**config.mk**
```make
export PLATFORM = sky130hd
export DESIGN_NAME = match_wdog
export DESIGN_NICKNAME = d
export VERILOG_FILES = /design/src/rtl/match_wdog_pkg.sv /design/src/rtl/match_wdog_wrpipe.sv /design/src/rtl/match_wdog_cfg.sv /design/src/rtl/match_wdog_core.sv /design/src/rtl/match_wdog.sv
export SDC_FILE = /design/constraint.sdc
export NUM_CORES = 1
export LEC_CHECK = 0
export ABC_AREA = 1
export BUFFER_PORTS_ARGS = -buffer_cell sky130_fd_sc_hd__buf_2
export CORE_MARGIN = 2
export CORE_UTILIZATION = 55
export DETAILED_ROUTE_END_ITERATION = 10
export GPL_ROUTABILITY_DRIVEN = 0
export PLACE_DENSITY = 0.81
export SYNTH_ARGS = -nofsm -noshare
export SYNTH_HDL_FRONTEND = slang
export SYNTH_SLANG_ARGS = --single-unit
export TNS_END_PERCENT = 20
```
**constraint.sdc**
```tcl
create_clock -name clk_i -period 3.2 [get_ports clk_i]
set_input_delay 0.32 -clock clk_i [delete_from_list [all_inputs] [get_ports clk_i]]
set_output_delay 0.32 -clock clk_i [all_outputs]
set_load 0.02 [all_outputs]
```
**src/rtl/match_wdog_pkg.sv**
```systemverilog
`timescale 1ns/1ps
package match_wdog_pkg;
  localparam int DATA_W  = 32;
  localparam int LOCK_LO = 30;

  typedef enum logic [1:0] {
    A_CTRL = 2'd0,
    A_CFG  = 2'd1,
    A_ACK  = 2'd2,
    A_MASK = 2'd3
  } reg_addr_e;

  typedef enum logic [1:0] {
    LK_OPEN = 2'b00,
    LK_HALF = 2'b10,
    LK_FULL = 2'b11
  } lock_e;

  typedef struct packed {
    logic              vld;
    reg_addr_e         addr;
    logic [DATA_W-1:0] data;
  } wr_req_t;
endpackage

```
**src/rtl/match_wdog_wrpipe.sv**
```systemverilog
`timescale 1ns/1ps
module match_wdog_wrpipe
  import match_wdog_pkg::*;
#(
  parameter int LAT = 3
) (
  input  logic    clk_i,
  input  logic    rst_ni,
  input  wr_req_t req_i,
  output wr_req_t req_o
);
  generate
    if (LAT == 0) begin : g_bypass
      assign req_o = req_i;
    end else begin : g_pipe
      wr_req_t stg_q [LAT];
      for (genvar i = 0; i < LAT; i++) begin : g_stg
        always_ff @(posedge clk_i or negedge rst_ni) begin
          if (!rst_ni) stg_q[i] <= '0;
          else if (i == 0) stg_q[i] <= req_i;
          else stg_q[i] <= stg_q[(i == 0) ? 0 : i-1];
        end
      end
      assign req_o = stg_q[LAT-1];
    end
  endgenerate
endmodule

```
**src/rtl/match_wdog_cfg.sv**
```systemverilog
`timescale 1ns/1ps
module match_wdog_cfg
  import match_wdog_pkg::*;
#(
  parameter int CNT_W     = 16,
  parameter int IGN_W     = 4,
  parameter int MATCH_RST = 4096
) (
  input  logic             clk_i,
  input  logic             rst_ni,
  input  wr_req_t          req_i,
  output logic             en_o,
  output logic [CNT_W-1:0] match_o,
  output logic [IGN_W-1:0] ign_o,
  output logic             mask_o,
  output logic             ack_o
);
  localparam int IGN_LSB = CNT_W;

  lock_e            lock_q;
  logic             en_q, mask_q;
  logic [CNT_W-1:0] match_q;
  logic [IGN_W-1:0] ign_q;
  logic [1:0]       wr_lock;
  logic             open, wr_ctrl, wr_cfg, wr_ack, wr_mask;
  logic             unused_data;

  assign unused_data = ^req_i.data;
  assign wr_lock = req_i.data[LOCK_LO +: 2];
  assign open    = (lock_q == LK_OPEN);
  assign wr_ctrl = req_i.vld && (req_i.addr == A_CTRL);
  assign wr_cfg  = req_i.vld && (req_i.addr == A_CFG);
  assign wr_ack  = req_i.vld && (req_i.addr == A_ACK);
  assign wr_mask = req_i.vld && (req_i.addr == A_MASK);

  // enabling also acknowledges
  assign ack_o = (wr_ack && req_i.data[0]) || (wr_ctrl && open && req_i.data[0]);

  always_ff @(posedge clk_i or negedge rst_ni) begin
    if (!rst_ni) begin
      lock_q  <= LK_FULL;
      en_q    <= 1'b0;
      mask_q  <= 1'b0;
      match_q <= CNT_W'(MATCH_RST);
      ign_q   <= '0;
    end else begin
      if (wr_ctrl) begin
        if (open) en_q <= req_i.data[0];
        if (wr_lock == 2'b11) lock_q <= LK_FULL;
        else if (lock_q == LK_FULL && wr_lock == 2'b10) lock_q <= LK_HALF;
        else if (lock_q == LK_HALF && wr_lock == 2'b00) lock_q <= LK_OPEN;
      end
      if (wr_cfg && open) begin
        match_q <= req_i.data[CNT_W-1:0];
        ign_q   <= req_i.data[IGN_LSB +: IGN_W];
      end
      if (wr_mask) mask_q <= req_i.data[0];
    end
  end

  assign en_o    = en_q;
  assign match_o = match_q;
  assign ign_o   = ign_q;
  assign mask_o  = mask_q;

  AST_LOCK_HOLD: assert property (@(posedge clk_i) disable iff (!rst_ni)
    (wr_cfg && lock_q != LK_OPEN) |=> ($stable(match_q) && $stable(ign_q)));
  AST_LOCK_EN: assert property (@(posedge clk_i) disable iff (!rst_ni)
    (wr_ctrl && lock_q != LK_OPEN) |=> $stable(en_q));
endmodule

```
**src/rtl/match_wdog_core.sv**
```systemverilog
`timescale 1ns/1ps
module match_wdog_core #(
  parameter int CNT_W   = 16,
  parameter int IGN_W   = 4,
  parameter int UNH_MAX = 2
) (
  input  logic             clk_i,
  input  logic             rst_ni,
  input  logic             en_i,
  input  logic [CNT_W-1:0] match_i,
  input  logic [IGN_W-1:0] ign_i,
  input  logic             ack_i,
  output logic [CNT_W-1:0] count_o,
  output logic             pend_o,
  output logic             rst_o
);
  localparam int UW = $clog2(UNH_MAX + 1);

  logic [CNT_W-1:0] count_q, cmp_mask;
  logic [UW-1:0]    unh_q;
  logic             pend_q, rst_q, hit;

  assign cmp_mask = {CNT_W{1'b1}} >> ign_i;
  assign hit      = en_i && (((count_q ^ match_i) & cmp_mask) == '0);

  always_ff @(posedge clk_i or negedge rst_ni) begin
    if (!rst_ni) begin
      count_q <= '0;
      pend_q  <= 1'b0;
      unh_q   <= '0;
      rst_q   <= 1'b0;
    end else begin
      rst_q   <= 1'b0;
      count_q <= en_i ? count_q + 1'b1 : '0;
      if (ack_i) begin
        pend_q <= 1'b0;
        unh_q  <= '0;
      end
      if (hit) begin
        if (!ack_i && unh_q == UW'(UNH_MAX)) begin
          rst_q   <= 1'b1;
          count_q <= '0;
          pend_q  <= 1'b0;
          unh_q   <= '0;
        end else begin
          pend_q <= 1'b1;
          unh_q  <= ack_i ? UW'(1) : unh_q + 1'b1;
        end
      end
    end
  end

  assign count_o = count_q;
  assign pend_o  = pend_q;
  assign rst_o   = rst_q;

  AST_DIS_ZERO: assert property (@(posedge clk_i) disable iff (!rst_ni)
    !en_i |=> (count_q == '0));
  AST_RST_PULSE: assert property (@(posedge clk_i) disable iff (!rst_ni)
    rst_q |=> !rst_q);
  AST_RST_CLR: assert property (@(posedge clk_i) disable iff (!rst_ni)
    rst_q |-> (count_q == '0 && !pend_q));
  AST_RST_AFTER_PEND: assert property (@(posedge clk_i) disable iff (!rst_ni)
    $rose(rst_q) |-> $past(pend_q));
  AST_UNH_BOUND: assert property (@(posedge clk_i) disable iff (!rst_ni)
    unh_q <= UW'(UNH_MAX));
  AST_ACK_CLEARS: assert property (@(posedge clk_i) disable iff (!rst_ni)
    (ack_i && !hit) |=> !pend_q);
endmodule

```
**src/rtl/match_wdog.sv**
```systemverilog
`timescale 1ns/1ps
module match_wdog
  import match_wdog_pkg::*;
#(
  parameter int CNT_W     = 16,
  parameter int IGN_W     = 4,
  parameter int WR_LAT    = 3,
  parameter int UNH_MAX   = 2,
  parameter int MATCH_RST = 4096
) (
  input  logic             clk_i,
  input  logic             rst_ni,
  input  logic             wr_en_i,
  input  logic [1:0]       wr_addr_i,
  input  logic [31:0]      wr_data_i,
  output logic             irq_o,
  output logic             pend_o,
  output logic [CNT_W-1:0] count_o,
  output logic             wdt_rst_o
);
  wr_req_t          req_in, req_dly;
  logic             en, mask, ack;
  logic [CNT_W-1:0] match;
  logic [IGN_W-1:0] ign;

  assign req_in.vld  = wr_en_i;
  assign req_in.addr = reg_addr_e'(wr_addr_i);
  assign req_in.data = wr_data_i;

  match_wdog_wrpipe #(.LAT(WR_LAT)) u_pipe (
    .clk_i(clk_i), .rst_ni(rst_ni), .req_i(req_in), .req_o(req_dly)
  );

  match_wdog_cfg #(.CNT_W(CNT_W), .IGN_W(IGN_W), .MATCH_RST(MATCH_RST)) u_cfg (
    .clk_i(clk_i), .rst_ni(rst_ni), .req_i(req_dly),
    .en_o(en), .match_o(match), .ign_o(ign), .mask_o(mask), .ack_o(ack)
  );

  match_wdog_core #(.CNT_W(CNT_W), .IGN_W(IGN_W), .UNH_MAX(UNH_MAX)) u_core (
    .clk_i(clk_i), .rst_ni(rst_ni), .en_i(en), .match_i(match), .ign_i(ign),
    .ack_i(ack), .count_o(count_o), .pend_o(pend_o), .rst_o(wdt_rst_o)
  );

  assign irq_o = pend_o & mask;

  AST_IRQ_GATED: assert property (@(posedge clk_i) disable iff (!rst_ni)
    irq_o |-> pend_o);
endmodule

```
==> impl_metrics.toml <==
[clock_tree]
cts_made_buffers = 17
cts_max_level = 4
cts_sinks = 119
cts_tree = "built"
cts-hold-fix-buffers = 26
clock_latency_ns = 0.51
ctsResizeCount = 0
path_clk_slew_ns = 0.05
clockBufferDepth = 2
cts_root_buf = "clkbuf_8"
post_cts_buffers = 0

[global_route]
antenna_found_initial = 0
grt_max_degree = 80
grt_usage_pct = 23.16
grt_pass1_wl_mm = 15.81
grt_pass1_vias = 3556
overflow = 0

[hold_path]
min-delay-path-class = "flip-flop to flip-flop"
hold_depth = 0
min_to = "u_pipe.req_o[9]$_DFF_PN0_"
min_from = "u_pipe.g_pipe.stg_q[44]$_DFF_PN0_"

[sta]
slew_viol_final = 0
tightest_slew_ns = 0.9395
setup_tns_ns = 0
rsz0062_at_grt = "no"
max_slew_margin_pct = 37.37
setup_violations = 0
fmax_ghz = 0.4437
setup_ws_ns = 0.9463
fin_crit_sh_pct = 70.43
hold_ws_ns = 0.3413
skew_ns = 0.007955
period_minus_slack_ns = 2.254
hold_viol_final = 0

[final_layout]
drive_above_1_share_pct = 15.85
nets = 600
fin_cells = 679
syn_to_final_growth_pct = 25.16
diodes = 0

[place]
port_buffers = 45
dp_hpwl_mm = 5.734
pre_cts_ws_ns = 1.009
dp.cells = 621

[power]
power_density_nw_per_um2 = 745.4
peakVddDrop_v = 0.0005965
power_leakage_uw = 0.002863
p_total_uw = 4292

[synth]
ys_types = 28
synth_adder_area_share_pct = 0.5439
ys_top_cells_by_area = "dfrtp_1, nand2_1, nor2_1"
async_flop_share_pct = 100.0
netlist_instances = 479
yosysWarnings = 0
netlist_area_um2 = 4601
ys_seq_elements = 119
synth_top_area_share_pct = 63.09
synth_edf_count = 0
muxShareOfSynthArea_pct = 0.9791
ys_seq_area_share_pct = 64.81
synth_compound_area_share_pct = 5.058
synth_fp_nets = 518
synth-xor-area-share_pct = 1.904
synthSimpleGateAreaFrac_pct = 20.75
synth_ff_type = "dfrtp_1"
synth_top_cell_by_area = "dfrtp_1"
synth.avg_cell_area_um2 = 9.605
synth_top_family_by_area = "simple AND/OR/NAND/NOR gates"

[critical_path]
cp_max_fo = 29
cp.required_ns = 3.58
worst_setup_path_end_kind = "flip-flop"
worstReg2RegStart = "u_cfg.ign_o[2]$_DFFE_PN0P_"
crit_arrival_ns = 2.64
crit-reg2reg-capture = "u_core.count_o[14]$_DFF_PN0_"
rrSetupSlack_ns = 0.95
rr_worst_depth = 11
path_class = "flip-flop to flip-flop"
critPathLaunchType = "flip-flop"

[detailed_routing]
ant_nets = 0
wl_per_cell_um = 13.67
drc_errors = 0
dr.pass1.iters = 5
viasPerCell = 5.143
vias = 3492
drtIter0Drc = 366
wirelength_mm = 9.281

[flow_run]
maxCapViolCount = 0

[floorplan]
core_area_um2 = 8175
die_y_um = 95.46
die_area_um2 = 9113
ioPinCount = 56
num_rows = 33
start_util_pct = 56.27
fp.dieW_um = 95.46

[status]
outcome = "finished, final reports clean"
[sequential cells by signal, indices dropped and copies added (netlist names)]
signal and count:
u_pipe.req_o 25, u_cfg.en_o 1, u_cfg.match_o 16, u_cfg.lock_q 2
u_core.unh_q 2, u_cfg.mask_o 1, u_cfg.ign_o 4, u_core.rst_o 1
u_core.pend_o 1, u_core.count_o 16, u_pipe.g_pipe.stg_q 50
[critical path: stages (launching register included)]
cell	delay, ns
dfrtp_1	0.54
inv_1	0.14
nand2_1	0.11
nand2_1	0.05
nand2_1	0.07
nand2_1	0.06
clkinv_1	0.07
nand2_1	0.05
nor2_1	0.12
nand2_1	0.53
nor2_1	0.33
nor2_1	0.07
[synth_stat cells (2+ instances only)]
master,number
nand2_1,132
nand4_1,8
o21ai_2,2
nand3_1,29
inv_2,2
inv_1,54
mux2_2,4
dfstp_2,3
xnor2_1,2
buf_6,2
a21oi_1,17
o21ai_0,20
nand3_2,2
nor2_1,57
ha_1,2
o21ai_1,3
nand2_2,2
dfrtp_1,116
buf_2,3
xor2_1,8
clkbuf_1,4
[how the worst max path moves through the flow]
stage / to / startpoint
2_1_floorplan: u_core.count_o[8]$_DFF_PN0_ / u_core.count_o[1]$_DFF_PN0_
3_3_place_gp: u_core.count_o[14]$_DFF_PN0_ / u_cfg.ign_o[2]$_DFFE_PN0P_
3_5_place_dp: u_core.count_o[14]$_DFF_PN0_ / u_cfg.ign_o[2]$_DFFE_PN0P_
4_1_cts: u_core.count_o[14]$_DFF_PN0_ / u_cfg.ign_o[2]$_DFFE_PN0P_
5_1_grt: u_core.count_o[14]$_DFF_PN0_ / u_cfg.ign_o[2]$_DFFE_PN0P_
6_report: u_core.count_o[14]$_DFF_PN0_ / u_cfg.ign_o[2]$_DFFE_PN0P_
[cells by family (layout without fill, tap and decap cells)]
logic type / after synthesis / after routing
AO/OA/AOI/OAI: 44 / 44
XOR/XNOR: 10 / 10
adder cells (fa/ha/maj): 2 / 2
buffers and inverters: 67 / 162
flip-flops: 119 / 119
multiplexers: 4 / 4
AND/OR/NAND/NOR: 233 / 233
[final cells by class]
type,count,area [um^2]
Sequential cell,119,2982
Fill cell,537,2417
Multi-Input combinational cell,293,1345
Timing Repair Buffer,73,515.5
Clock buffer,25,474.2
Inverter,57,214.0
Tap cell,105,131.4
Clock inverter,7,96.34
[per-stage QoR]
stage	util [%]	area, um^2
2_1_floorplan	-	4601
3_3_place_gp	60.27	4927
3_5_place_dp	60.27	4927
4_1_cts	70.43	5758
5_1_grt	70.43	5758
6_report	70.43	5758
[metal layers]
metal / GRT usage [%] / wire length, um / vias up
met5: 0 / 0 / -
met4: 12.74 / 281 / 0
met3: 6.719 / 642 / 33
met2: 37.91 / 4644 / 154
met1: 27.63 / 3712 / 1650
li1: - / - / 1655
[report_power, final]
part           leakage (uW)  switching (uW)  internal, uW
clock              0.000269             624          1170
sequential          0.00142             153          1690
combinational       0.00117             411           248
[cells in the final DEF (no fill, tap or decap), types with 5 or more instances in the layout]
cell type	count
a21oi_1	17
buf_2	44
clkbuf_1	5
clkbuf_16	16
dfrtp_1	116
dlygate4sd3_1	26
inv_1	54
nand2_1	132
nand3_1	29
nand4_1	8
nor2_1	57
o21ai_0	20
xor2_1	8
Note: power is estimated with default switching activity, not from simulation.
